File: config.mk
export PLATFORM = sky130hd
export DESIGN_NAME = arith_copro
export DESIGN_NICKNAME = d
export VERILOG_FILES = /design/src/rtl/arith_pkg.sv /design/src/rtl/arith_seq.sv /design/src/rtl/arith_engine.sv /design/src/rtl/arith_copro.sv
export SDC_FILE = /design/constraint.sdc
export NUM_CORES = 1
export LEC_CHECK = 0
export BUFFER_PORTS_ARGS = -buffer_cell sky130_fd_sc_hd__buf_2
export CORE_UTILIZATION = 25
export CTS_BUF_LIST = sky130_fd_sc_hd__clkbuf_16
export DETAILED_ROUTE_END_ITERATION = 7
export GPL_TIMING_DRIVEN = 0
export MAX_ROUTING_LAYER = met4
export PLACE_DENSITY_LB_ADDON = 0.05
export SLEW_MARGIN = 10
export SYNTH_ARGS = -nofsm -noshare
export SYNTH_HDL_FRONTEND = slang
export SYNTH_HIERARCHICAL = 1
export SYNTH_SLANG_ARGS = --single-unit
export TNS_END_PERCENT = 10
File: constraint.sdc
create_clock -name clk -period 3.71 [get_ports clk]
set_input_delay 0.1855 -clock clk [delete_from_list [all_inputs] [get_ports clk]]
set_output_delay 0.1855 -clock clk [all_outputs]
set_load 0.05 [all_outputs]
File: src/rtl/arith_pkg.sv
package arith_pkg;
  localparam int BYTE_W    = 8;
  localparam int WORD_W    = 32;
  localparam int HALF_W    = 16;
  localparam int CNT_W     = 5;
  localparam int NREG      = 6;
  localparam int IDX_CTRL  = 6;
  localparam int IDX_DLAST = 5;
  localparam int IDX_MLAST = 3;
  localparam int STEP_W    = $clog2(WORD_W + 1);

  typedef enum logic [2:0] {
    OP_NONE,
    OP_DIV,
    OP_MUL,
    OP_SHIFT,
    OP_NORM
  } op_e;
endpackage

File: src/rtl/arith_seq.sv
module arith_seq
  import arith_pkg::*;
#(
  parameter int ADDR_W = 3
) (
  input  logic              clk,
  input  logic              rst,
  input  logic              wr_ok,
  input  logic [ADDR_W-1:0] idx,
  input  logic              cnt_zero,
  output logic              start,
  output op_e               op
);
  typedef enum logic [2:0] {S_IDLE, S_W0, S_D1, S_D2, S_D3, S_D4, S_M4, S_M1} st_e;

  st_e st_q, st_d;
  logic go;
  op_e kind;

  always_comb begin
    st_d = st_q;
    go   = 1'b0;
    kind = OP_NONE;
    if (wr_ok) begin
      st_d = S_IDLE;
      if (idx == ADDR_W'(0)) begin
        st_d = S_W0;
      end else begin
        case (st_q)
          S_W0: if (idx == ADDR_W'(1)) st_d = S_D1;
                else if (idx == ADDR_W'(4)) st_d = S_M4;
          S_D1: if (idx == ADDR_W'(2)) st_d = S_D2;
          S_D2: if (idx == ADDR_W'(3)) st_d = S_D3;
          S_D3: if (idx == ADDR_W'(4)) st_d = S_D4;
                else if (idx == ADDR_W'(IDX_CTRL)) begin
                  go   = 1'b1;
                  kind = cnt_zero ? OP_NORM : OP_SHIFT;
                end
          S_D4: if (idx == ADDR_W'(5)) begin
                  go   = 1'b1;
                  kind = OP_DIV;
                end
          S_M4: if (idx == ADDR_W'(1)) st_d = S_M1;
          S_M1: if (idx == ADDR_W'(5)) begin
                  go   = 1'b1;
                  kind = OP_MUL;
                end
          default: st_d = S_IDLE;
        endcase
      end
    end
  end

  always_ff @(posedge clk) begin
    if (rst) begin
      st_q  <= S_IDLE;
      start <= 1'b0;
      op    <= OP_NONE;
    end else begin
      st_q  <= st_d;
      start <= go;
      if (go) op <= kind;
    end
  end
endmodule

File: src/rtl/arith_engine.sv
module arith_engine
  import arith_pkg::*;
(
  input  logic              clk,
  input  logic              rst,
  input  logic              load,
  input  op_e               op,
  input  logic              dir,
  input  logic [WORD_W-1:0] a,
  input  logic [HALF_W-1:0] b,
  input  logic [STEP_W-1:0] steps,
  output logic              run,
  output logic              done,
  output logic [WORD_W-1:0] res_w,
  output logic [HALF_W-1:0] res_h
);
  logic [WORD_W-1:0] w_q;
  logic [HALF_W-1:0] h_q, rem_q, diff_lo;
  logic [HALF_W:0]   trial, acc;
  logic [STEP_W-1:0] cnt_q;
  logic              fits, dir_q;
  op_e               op_q;

  always_comb begin
    trial   = {rem_q, w_q[WORD_W-1]};
    fits    = trial >= {1'b0, h_q};
    diff_lo = trial[HALF_W-1:0] - h_q;
    acc     = {1'b0, w_q[WORD_W-1:HALF_W]} + (w_q[0] ? {1'b0, h_q} : '0);
  end

  always_ff @(posedge clk) begin
    if (rst) begin
      run   <= 1'b0;
      done  <= 1'b0;
      w_q   <= '0;
      h_q   <= '0;
      rem_q <= '0;
      cnt_q <= '0;
      dir_q <= 1'b0;
      op_q  <= OP_NONE;
    end else begin
      done <= 1'b0;
      if (load) begin
        w_q   <= (op == OP_MUL) ? {{HALF_W{1'b0}}, a[HALF_W-1:0]} : a;
        h_q   <= b;
        rem_q <= '0;
        op_q  <= op;
        dir_q <= dir;
        cnt_q <= steps;
        if (steps == '0) done <= 1'b1;
        else             run  <= 1'b1;
      end else if (run) begin
        case (op_q)
          OP_DIV: begin
            w_q   <= {w_q[WORD_W-2:0], fits};
            rem_q <= fits ? diff_lo : trial[HALF_W-1:0];
          end
          OP_MUL:   w_q <= {acc, w_q[HALF_W-1:1]};
          OP_SHIFT: w_q <= dir_q ? (w_q >> 1) : (w_q << 1);
          default:  w_q <= w_q << 1;
        endcase
        cnt_q <= cnt_q - 1'b1;
        if (cnt_q == STEP_W'(1)) begin
          run  <= 1'b0;
          done <= 1'b1;
        end
      end
    end
  end

  assign res_w = w_q;
  assign res_h = (op_q == OP_DIV) ? rem_q : h_q;
endmodule

File: src/rtl/arith_copro.sv
module arith_copro
  import arith_pkg::*;
#(
  parameter int ADDR_W = 3
) (
  input  logic              clk,
  input  logic              rst,
  input  logic              wr_en,
  input  logic              rd_en,
  input  logic [ADDR_W-1:0] addr,
  input  logic [7:0]        wdata,
  output logic [7:0]        rdata,
  output logic              busy
);
  localparam int WBYTES = WORD_W / BYTE_W;
  localparam int HBYTES = HALF_W / BYTE_W;

  logic [BYTE_W-1:0] md [NREG];
  logic              err_q, ovf_q, dir_q, armed_q;
  logic [CNT_W-1:0]  sc_q, nsteps_q;
  op_e               last_op, seq_op;
  logic              start, eng_run, eng_done, wr_ok, is_md, is_ctl;
  logic [WORD_W-1:0] opa, res_w;
  logic [HALF_W-1:0] opb, res_h;
  logic [STEP_W-1:0] steps;
  logic              unused_bits;

  assign unused_bits = ^wdata[7:6];

  function automatic logic [STEP_W-1:0] lead0(input logic [WORD_W-1:0] v);
    lead0 = STEP_W'(WORD_W - 1);
    for (int i = 0; i < WORD_W; i++)
      if (v[i]) lead0 = STEP_W'(WORD_W - 1 - i);
  endfunction

  assign busy   = start | eng_run | eng_done;
  assign wr_ok  = wr_en & ~busy;
  assign is_md  = addr < ADDR_W'(NREG);
  assign is_ctl = addr == ADDR_W'(IDX_CTRL);

  always_comb begin
    for (int i = 0; i < WBYTES; i++) opa[i*BYTE_W +: BYTE_W] = md[i];
    for (int i = 0; i < HBYTES; i++) opb[i*BYTE_W +: BYTE_W] = md[WBYTES+i];
    case (seq_op)
      OP_DIV:   steps = STEP_W'(WORD_W);
      OP_MUL:   steps = STEP_W'(HALF_W);
      OP_SHIFT: steps = STEP_W'(sc_q);
      OP_NORM:  steps = lead0(opa);
      default:  steps = '0;
    endcase
  end

  arith_seq #(.ADDR_W(ADDR_W)) u_seq (
    .clk      (clk),
    .rst      (rst),
    .wr_ok    (wr_ok),
    .idx      (addr),
    .cnt_zero (wdata[CNT_W-1:0] == '0),
    .start    (start),
    .op       (seq_op)
  );

  arith_engine u_eng (
    .clk   (clk),
    .rst   (rst),
    .load  (start),
    .op    (seq_op),
    .dir   (dir_q),
    .a     (opa),
    .b     (opb),
    .steps (steps),
    .run   (eng_run),
    .done  (eng_done),
    .res_w (res_w),
    .res_h (res_h)
  );

  always_ff @(posedge clk) begin
    if (rst) begin
      for (int i = 0; i < NREG; i++) md[i] <= '0;
      err_q    <= 1'b0;
      ovf_q    <= 1'b0;
      dir_q    <= 1'b0;
      sc_q     <= '0;
      nsteps_q <= '0;
      armed_q  <= 1'b0;
      last_op  <= OP_NONE;
      rdata    <= '0;
    end else begin
      if (wr_ok) begin
        if (is_md)  md[addr] <= wdata;
        if (is_ctl) {dir_q, sc_q} <= wdata[CNT_W:0];
        if (addr == '0) begin
          ovf_q   <= 1'b0;
          armed_q <= 1'b1;
        end
      end
      if (wr_en && busy && is_md && armed_q) err_q <= 1'b1;
      if (start) begin
        last_op  <= seq_op;
        nsteps_q <= steps[CNT_W-1:0];
        if (seq_op == OP_DIV && opb == '0)              ovf_q <= 1'b1;
        if (seq_op == OP_NORM && md[WBYTES-1][BYTE_W-1]) ovf_q <= 1'b1;
      end
      if (eng_done) begin
        for (int i = 0; i < WBYTES; i++) md[i] <= res_w[i*BYTE_W +: BYTE_W];
        for (int i = 0; i < HBYTES; i++) md[WBYTES+i] <= res_h[i*BYTE_W +: BYTE_W];
        if (last_op == OP_MUL && res_w[WORD_W-1:HALF_W] != '0) ovf_q <= 1'b1;
        if (last_op == OP_NORM) sc_q <= nsteps_q;
      end
      if (rd_en) begin
        if (is_ctl)     rdata <= {err_q, ovf_q, dir_q, sc_q};
        else if (is_md) rdata <= md[addr];
        else            rdata <= '0;
        if (is_md && !busy) begin
          err_q <= 1'b0;
          if (addr == ADDR_W'(last_op == OP_DIV ? IDX_DLAST : IDX_MLAST))
            armed_q <= 1'b0;
        end
      end
    end
  end
endmodule

==> impl_metrics.json, run 1 <==
{
  "dp_hpwl_um": 32600,
  "max_slew_margin": 0.181,
  "tns_ns": 0,
  "endpoint": "u_eng/res_w[29]",
  "wl_per_cell_um": 25.0,
  "criticalPathCategory": "flop to flop",
  "pwr_density_cell_nw_per_um2": 343,
  "yosys_warnings": 6,
  "drc": 0,
  "first_pass_iters": 6,
  "std_cell_rows": 73,
  "syn_to_final_growth_pct": 13.2,
  "top_layer": "met4",
  "antenna_found_initial": 0,
  "final.fill_count": 4297,
  "r2r_slack_ns": 0.55,
  "cts_root_buf": "clkbuf_16",
  "clk_latency_ns": 0.46,
  "reg2reg_from": "u_eng/res_w[0]",
  "fp.dieH_um": 204,
  "initial_utilization": 0.255,
  "core_sq_um": 40000,
  "clkTransAtPathRegs_ns": 0.08,
  "synth.avg_cell_area_sq_um": 8.86,
  "post_cts_resized": 0,
  "clk_path_buf_depth": 2,
  "antenna_cells": 0,
  "synth_edf_count": 48,
  "rsz0062_at_grt": "false",
  "grt_util_all_layers": 0.218,
  "synth.net_count": 1204,
  "cp-end-kind": "flop",
  "final-max-slew-violation-count": 0,
  "m1WireLength_um": 20500,
  "crit_start": "u_eng/res_w[0]",
  "layoutNonFillerInstCount": 1728,
  "synthCells": 1153,
  "dr_wl_met3_um": 1350,
  "maxCapViolations": 0,
  "cts_hold_buf": 0,
  "rr_endpoint": "u_eng/res_w[29]",
  "ys_types": 100,
  "routed-wl-met2_um": 20600,
  "synth-async-reset-ratio": 0,
  "drt_iter0_drc": 689,
  "finalHoldViolations": 0,
  "layout.nets": 1241,
  "grt_max_degree": 17,
  "worst_pin_slew_ns": 1.22,
  "p_leak_nw": 4.04,
  "setup_viol": 0,
  "syn_area_sq_um": 10200,
  "final_util": 0.289,
  "die_x_um": 204,
  "io_buffers": 18,
  "multiInputGateArea_sq_um": 6100,
  "clock.fmax_mhz": 316,
  "final_area_sq_um": 11600,
  "drive_gt1_frac": 0.0989,
  "cts_tree": "done",
  "gp_congestion": 0.935,
  "ios": 24,
  "fin_hold_ws_ns": 0.0674,
  "fin_skew_ns": 0.0161,
  "fin_crit_ns": 3.16,
  "cp.arrival_ns": 3.53,
  "reg2reg_depth": 11,
  "via_count": 9226,
  "dieArea_sq_um": 41700,
  "cts_inserted_buffers": 17,
  "postCtsSetupRepairBufs": 0,
  "startpoint_type": "flop",
  "wirelength_um": 43200,
  "placed_cells": 1696,
  "synth-seq-area-share": 0.353,
  "grt_pass1_wl_um": 64100,
  "synthFlopType": "dfxtp_1",
  "ir_drop_uv": 188,
  "ys_seq_elements": 156,
  "cts_sinks": 156,
  "min_path_cells": 2,
  "crit_required_ns": 4.08,
  "grt_pass1_vias": 9131,
  "post-route-period-util": 0.852,
  "min_path_type": "primary input to flop",
  "routed_via_density": 5.34,
  "cp_max_fo": 10,
  "htreeDepth": 4,
  "place_area_sq_um": 11000,
  "seqCellArea_sq_um": 3600,
  "status": "finished clean",
  "grt-ovfl-total": 0,
  "drt.antenna.violating_nets": 0
}
[cell usage in the layout (no fill, tap or decap), types with 6 or more instances in the layout]
cell       netlist  layout
mux2i_1         72      72
ha_1            34      34
xor2_1           8       8
dfxtp_1        108     108
a21oi_1         72      72
nand2b_1        20      20
o21a_1          12      12
a211oi_1        30      30
xnor2_1         22      22
clkbuf_1        43      43
buf_2            8      26
buf_4            6       6
a22o_1          50      50
o211ai_1        10      10
nand3_1         17      17
nor4_1          15      15
o22ai_1         12      12
and2_1          15      15
a221oi_1        16      16
clkbuf_16        0      17
nand4_1          9       9
mux4_2           8       8
nor3_1          18      18
a21o_1          11      11
edfxtp_1        48      48
inv_1           47      48
nand2_1         70      70
nor2_1         157     157
o21ai_0         71      69
nor2b_1          7       7
[metrics by stage]
stage | total power (W) | setup WS, ns
after CTS | 0.00401 | 0.540
after detailed placement | 0.00212 | 0.569
after floorplan | 0.00200 | 1.02
after global routing | 0.00410 | 0.324
after global placement | 0.00213 | 0.490
final | 0.00396 | 0.550
[cell usage after synthesis (all sizes together) (16+ instances only)]
| cell type | n | share of area |
|---|---|---|
| xnor2 | 22 | 0.019 |
| a22o | 50 | 0.043 |
| dfxtp | 108 | 0.21 |
| nand3 | 17 | 0.0083 |
| and2 | 16 | 0.0098 |
| nand2 | 70 | 0.026 |
| buf | 21 | 0.013 |
| mux2i | 72 | 0.071 |
| nor3 | 21 | 0.013 |
| ha | 34 | 0.042 |
| inv | 47 | 0.017 |
| nor4 | 16 | 0.010 |
| edfxtp | 48 | 0.14 |
| a21oi | 74 | 0.037 |
| nand2b | 20 | 0.012 |
| a221oi | 18 | 0.017 |
| nor2 | 159 | 0.060 |
| clkbuf | 47 | 0.019 |
| a211oi | 31 | 0.023 |
| o21ai | 75 | 0.037 |
[state kept, by name (all words and copies together), names as in the netlist]
name         cells
u_seq/op         3
err_q            1
md              48
u_eng/res_w     32
u_eng/cnt_q      6
u_eng/op_q       3
armed_q          1
u_eng/run        1
nsteps_q         5
u_eng/rem_q     16
u_eng/done       1
dir_q            1
u_eng/dir_q      1
last_op          3
u_seq/st_q       3
rdata            8
u_seq/start      1
ovf_q            1
u_eng/h_q       16
sc_q             5
[power by group]
part | switching, W | internal, W | leakage [nW]
sequential | 0.0000594 | 0.00179 | 1.37
combinational | 0.000164 | 0.0000710 | 2.38
clock | 0.000819 | 0.00106 | 0.286
total | 0.00104 | 0.00292 | 4.04
[metal layers]
layer / track usage / up-vias
met2: 0.352 / 217
met5: - / -
met1: 0.287 / 4587
met4: 0.0533 / 0
li1: - / 4384
met3: 0.0281 / 38
[cell families (layout without fill, tap and decap cells)]
group                      Yosys count  count (layout)  synth area share
AOI/OAI and AO/OA                  357             357             0.250
DFF                                156             156             0.353
muxes                               83              83            0.0915
and+or+nand+nor                    376             376             0.185
buffers and inverters              115             165            0.0499
xor gates and xnor gates            30              30            0.0257
adders and majority gates           36              36            0.0456
[worst max-delay path, cell delays in order, from the launching register on]
cell	delay (ns)
dfxtp_1	0.58
clkbuf_1	0.30
and2_1	0.24
ha_1	0.24
clkbuf_1	0.18
and3_1	0.22
a221o_1	0.31
a31o_1	0.23
a221oi_2	0.23
xnor2_1	0.20
a21oi_1	0.11
a211oi_1	0.22
[worst min path at each step]
stage | from | end
floorplan | rst | u_seq/op[2]
global placement | rdata[4] | rdata[4]
detailed placement | rdata[4] | rdata[4]
CTS | rd_en | armed_q
global route | rst | u_seq/op[0]
finish | rst | u_seq/op[2]
[layout make-up]
class,count,area share
well taps,525,0.0568
flip-flops and latches,156,0.312
clock buffers,17,0.0368
plain buffers,68,0.0288
clock inverters,15,0.0150
inverters,47,0.0153
repair buffers,18,0.00779
multi-input cells,882,0.528
(Power assumes the default switching activity.)
==> inputs of run 2 (changes only) <==
- clock period: 3.71 -> 3.1 ns (I/O delays scaled with it)
==> run 2 against run 1 <==
  * Core utilization about the same
  * Count of clock-buffer cells in the layout unchanged
  * Via count decreased by 0.49%
  * Sequential cell count stayed put
  * Global-route usage did not move
  * Fmax rose by 5.3%
  * Sequential share of layout area is essentially flat
  * Cell count unchanged
  * Combinational power increased by 20%
  * Total power increased by 20%
  * Worst hold slack got worse by 0.031 ns
  * Die area stayed put
  * Critical endpoint is now u_eng/res_w[25]
==> impl_metrics.json, run 2 (synthesized netlist as in run 1, its figures left out) <==
{
  "via_count": 9181,
  "dieArea_sq_um": 41700,
  "grt_pass1_wl_um": 64100,
  "antenna_found_initial": 0,
  "first_pass_iters": 5,
  "drt.antenna.violating_nets": 0,
  "m1WireLength_um": 20300,
  "layout_common_cells": "157 x nor2_1, 107 x dfxtp_1, 72 x a21oi_1, 72 x mux2i_1, 70 x nand2_1",
  "criticalPathCategory": "flop to flop",
  "clk_latency_ns": 0.46,
  "wl_per_cell_um": 25.0,
  "drive_gt1_frac": 0.101,
  "dr_wl_met3_um": 1490,
  "finalHoldViolations": 0,
  "top_layer": "met4",
  "crit_top_cell": "o31a_4",
  "r2r_slack_ns": 0.1,
  "status": "finished clean",
  "pwr_density_cell_nw_per_um2": 409,
  "drc": 0,
  "critPathMaxStageDelay_ns": 0.39,
  "regMostFlops": "md",
  "grt_pass1_vias": 9131,
  "fin_crit_ns": 3.00,
  "cts_inserted_buffers": 17,
  "clk_path_buf_depth": 2,
  "p_leak_nw": 4.05,
  "largest_reg_flops": 48,
  "path_cells": "and2_1 -> ha_1 -> inv_1 -> fa_2 -> nor2b_4 -> o31a_4 -> o31a_4 -> o41ai_2 -> xor2_1 -> o221a_1 -> a2111oi_1",
  "grt_max_degree": 17,
  "std_cell_rows": 73,
  "syn_to_final_growth_pct": 13.3,
  "post-route-period-util": 0.968,
  "fin_skew_ns": 0.0153,
  "worst_pin_slew_ns": 1.22,
  "io_buffers": 18,
  "clock.fmax_mhz": 333,
  "routed_via_density": 5.31,
  "rsz0062_at_grt": "true",
  "grt-ovfl-total": 0,
  "cts_root_buf": "clkbuf_16",
  "maxCapViolations": 0,
  "cp-end-kind": "flop",
  "final_common_cell": "nor2_1",
  "cts_hold_buf": 0,
  "fp.dieH_um": 204,
  "layoutNonFillerInstCount": 1728,
  "grt_util_all_layers": 0.218,
  "gp_congestion": 0.935,
  "cp_max_fo": 10,
  "dp_hpwl_um": 32600,
  "core_sq_um": 40000,
  "cts_sinks": 156,
  "die_x_um": 204,
  "final-max-slew-violation-count": 0,
  "crit_path_top_delay_cell": "dfxtp_4",
  "max_slew_margin": 0.179,
  "htreeDepth": 4,
  "initial_utilization": 0.255,
  "wirelength_um": 43100,
  "setup_viol": 0,
  "routed-wl-met2_um": 20600,
  "crit_required_ns": 3.44,
  "placed_cells": 1696,
  "cts_tree": "done",
  "antenna_cells": 0,
  "drt_iter0_drc": 761,
  "layout.nets": 1241,
  "cp.arrival_ns": 3.35,
  "min_path_type": "primary input to flop",
  "clkTransAtPathRegs_ns": 0.07,
  "ios": 24,
  "ir_drop_uv": 226,
  "postCtsSetupRepairBufs": 0,
  "tns_ns": 0,
  "startpoint_type": "flop"
}
-- run 2: layout make-up --
type                            count  area [sq um]
Buffer                             68           334
Clock buffer                       17           425
Clock inverter                     15           174
Fill cell                        4293         28400
Inverter                           47           176
Multi-Input combinational cell    882          6110
Sequential cell                   156          3610
Tap cell                          525           657
Timing Repair Buffer               18          90.1
-- run 2: metrics by stage --
stage / utilization / cell area [sq um] / power [W] / worst slack (ns) / hold WS, ns
final: 0.289 / 11600 / 0.00474 / 0.0980 / 0.0362
after detailed placement: 0.274 / 11000 / 0.00254 / -0.0412 / 0.473
after global routing: 0.289 / 11600 / 0.00491 / -0.00371 / 0.0703
after floorplan: - / 10200 / 0.00239 / 0.413 / 0.227
after global placement: 0.274 / 11000 / 0.00255 / -0.120 / 0.470
after CTS: 0.289 / 11600 / 0.00480 / -0.00414 / 0.0205
-- run 2: repair_timing --
item / in CTS / in global routing
setup endpoints to repair: 10 / 11
resized for setup: 2 / 5
pin swaps: 0 / 1
-- run 2: final timing paths --
path                  start              end  depth (start not counted)
max          u_eng/res_w[0]  u_eng/res_w[25]                         11
min                     rst      u_seq/op[2]                          2
max reg2reg  u_eng/res_w[0]  u_eng/res_w[25]                         11
min reg2reg        rdata[4]         rdata[4]                          2
-- run 2: per-layer routing --
layer,vias up,GRT usage
met5,-,-
met3,45,0.0281
li1,4374,-
met4,0,0.0533
met1,4572,0.287
met2,190,0.352
-- run 2: worst max-delay path, delay by kind of cell, from the launching register on --
family / cells / cell delay [ns]
and+or+nand+nor: 2 / 0.22
buffers and inverters: 1 / 0.09
adders and majority gates: 2 / 0.47
AOI/OAI and AO/OA: 5 / 1.51
xor gates and xnor gates: 1 / 0.19
DFF: 1 / 0.39
-- run 2: where the power goes --
part	total [W]	internal, W	switching, W
Clock	0.00224	0.00126	0.000979
Combinational	0.000282	0.0000851	0.000197
Sequential	0.00221	0.00214	0.0000701
Total	0.00474	0.00349	0.00125
==> inputs of run 3 (changes only) <==
- CAP_MARGIN: default -> 20
- CELL_PAD_IN_SITES_DETAIL_PLACEMENT: default -> 0
- CELL_PAD_IN_SITES_GLOBAL_PLACEMENT: default -> 1
==> run 3 against run 2 <==
  * Combinational power grew 2%
  * Non-clock buffer count increased by 4
  * Worst hold slack got worse by 0.0026 ns
  * Critical path type unchanged
  * Core utilization increased by 0.18 points
  * Sequential cell count did not move
==> impl_metrics.json, run 3 (synthesized netlist as in run 1, its figures left out) <==
{
  "layout_common_cells": "157 x nor2_1, 106 x dfxtp_1, 72 x a21oi_1, 72 x mux2i_1, 71 x o21ai_0",
  "wl_per_cell_um": 25.1,
  "cp.depth": 5,
  "clk_latency_ns": 0.46,
  "final_common_cell": "nor2_1",
  "crit_start": "u_seq/start",
  "antenna_found_initial": 1,
  "drt.antenna.violating_nets": 0,
  "fin_ws_ns": 0.147,
  "clkTransAtPathRegs_ns": 0.07,
  "grt_util_all_layers": 0.218,
  "switching_share": 0.271,
  "clk_path_buf_depth": 2,
  "r2r_slack_ns": 0.15,
  "cts_root_buf": "clkbuf_16",
  "p_total_w": 0.00480,
  "criticalPathCategory": "flop to flop",
  "initial_utilization": 0.255,
  "syn_to_final_growth_pct": 14.0,
  "fin_crit_ns": 2.95,
  "rr_endpoint": "md[1][2]",
  "drc": 0,
  "worst_pin_slew_ns": 0.937,
  "postCtsSetupRepairBufs": 0,
  "post-route-period-util": 0.953,
  "p_leak_nw": 4.09,
  "status": "finished clean",
  "layout.nets": 1245,
  "pwr-share-comb": 0.060,
  "cts_hold_buf": 0,
  "cts_tree": "done",
  "io_buffers": 18,
  "tns_ns": 0,
  "min_path_type": "primary input to flop",
  "std_cell_rows": 73,
  "dp_hpwl_um": 32900,
  "cts_sinks": 156,
  "maxCapViolations": 0,
  "reg2reg_depth": 5,
  "final-max-slew-violation-count": 0,
  "endpoint": "md[1][2]",
  "cts_inserted_buffers": 17,
  "rsz0062_at_grt": "false",
  "die_x_um": 204,
  "drive_gt1_frac": 0.107,
  "setup_viol": 0,
  "clock.fmax_mhz": 339,
  "drt_iter0_drc": 724,
  "startpoint_type": "flop",
  "final_area_sq_um": 11600,
  "wirelength_um": 43400,
  "routed_via_density": 5.32,
  "place_area_sq_um": 11000,
  "ir_drop_uv": 345,
  "dieArea_sq_um": 41700,
  "p_sw_w": 0.00130,
  "largest_reg_flops": 48,
  "fp.dieH_um": 204,
  "via_count": 9227,
  "worst-path-buf-inv": 1,
  "crit_family": "simple AND/OR/NAND/NOR gates",
  "cp_max_fo": 9,
  "regMostFlops": "md",
  "crit_required_ns": 3.20,
  "gp_congestion": 0.853,
  "path_cells": "or4b_4 -> inv_1 -> nand3_1 -> nor3_4 -> nand2b_1",
  "post-place-ws_ns": -0.0600,
  "internal-power_w": 0.00350,
  "grt-ovfl-total": 0,
  "fin_skew_ns": 0.0143,
  "max_slew_margin": 0.375,
  "finalHoldViolations": 0,
  "crit_path_top_delay_cell": "or4b_4",
  "grt_pass1_vias": 9177,
  "grt_pass1_wl_um": 64000,
  "first_pass_iters": 5,
  "ios": 24,
  "htreeDepth": 4,
  "grt_max_degree": 17,
  "pwr_density_cell_nw_per_um2": 412,
  "core_sq_um": 40000,
  "cp-end-kind": "flop",
  "p_clk_frac": 0.479,
  "p_seq_frac": 0.461,
  "cp.arrival_ns": 3.06,
  "reg2reg_from": "u_seq/start",
  "min_path_cells": 2,
  "critPathMaxStageDelay_ns": 0.62
}
run 3: how the worst min path moves through the flow:
stage	from	endpoint	slack, ns
2_1_floorplan	rst	u_seq/op[2]	0.23
3_3_place_gp	armed_q	armed_q	0.46
3_5_place_dp	armed_q	armed_q	0.47
4_1_cts	rd_en	armed_q	0.03
5_1_grt	rst	u_seq/op[2]	0.05
6_report	rst	u_seq/op[2]	0.03
run 3: metrics by stage:
step	utilization	std cells	hold WS, ns
final	0.291	1733	0.0336
after global routing	0.291	1733	0.0495
after CTS	0.290	1730	0.0314
after detailed placement	0.274	1698	0.467
after global placement	0.274	1696	0.464
after floorplan	-	1153	0.227
run 3: worst register-to-register path: stages, from the launching register on:
cell      delay (ns)
dfxtp_1         0.41
or4b_4          0.62
inv_1           0.23
nand3_1         0.38
nor3_4          0.51
nand2b_1        0.46
run 3: final cells by class:
cell class / count / area (sq um)
multi-input cells: 882 / 6130
inverters: 47 / 176
diodes: 1 / 2.50
fillers: 4334 / 28400
plain buffers: 68 / 334
repair buffers: 22 / 113
clock inverters: 14 / 176
well taps: 525 / 657
flip-flops and latches: 156 / 3610
clock buffers: 18 / 450
run 3: per-layer routing:
layer | vias up | track usage | routed length, um
met2 | 204 | 0.351 | 20500
met5 | - | - | 0
met4 | 0 | 0.0629 | 1040
li1 | 4389 | - | -
met1 | 4591 | 0.282 | 20400
met3 | 43 | 0.0327 | 1500
run 3: what timing repair did:
action	in CTS	in global routing
resized for setup	2	7
endpoints found under the setup margin	10	5
pin swaps	0	2
endpoints found under the hold margin	0	0
run 3: power by group through the flow:
stage / Sequential (W) / Clock [W] / Combinational (W)
6_report: 0.00221 / 0.00230 / 0.000287
3_3_place_gp: 0.00226 / 0 / 0.000288
2_1_floorplan: 0.00224 / 0 / 0.000157
4_1_cts: 0.00221 / 0.00235 / 0.000288
5_1_grt: 0.00222 / 0.00244 / 0.000308
3_5_place_dp: 0.00226 / 0 / 0.000286
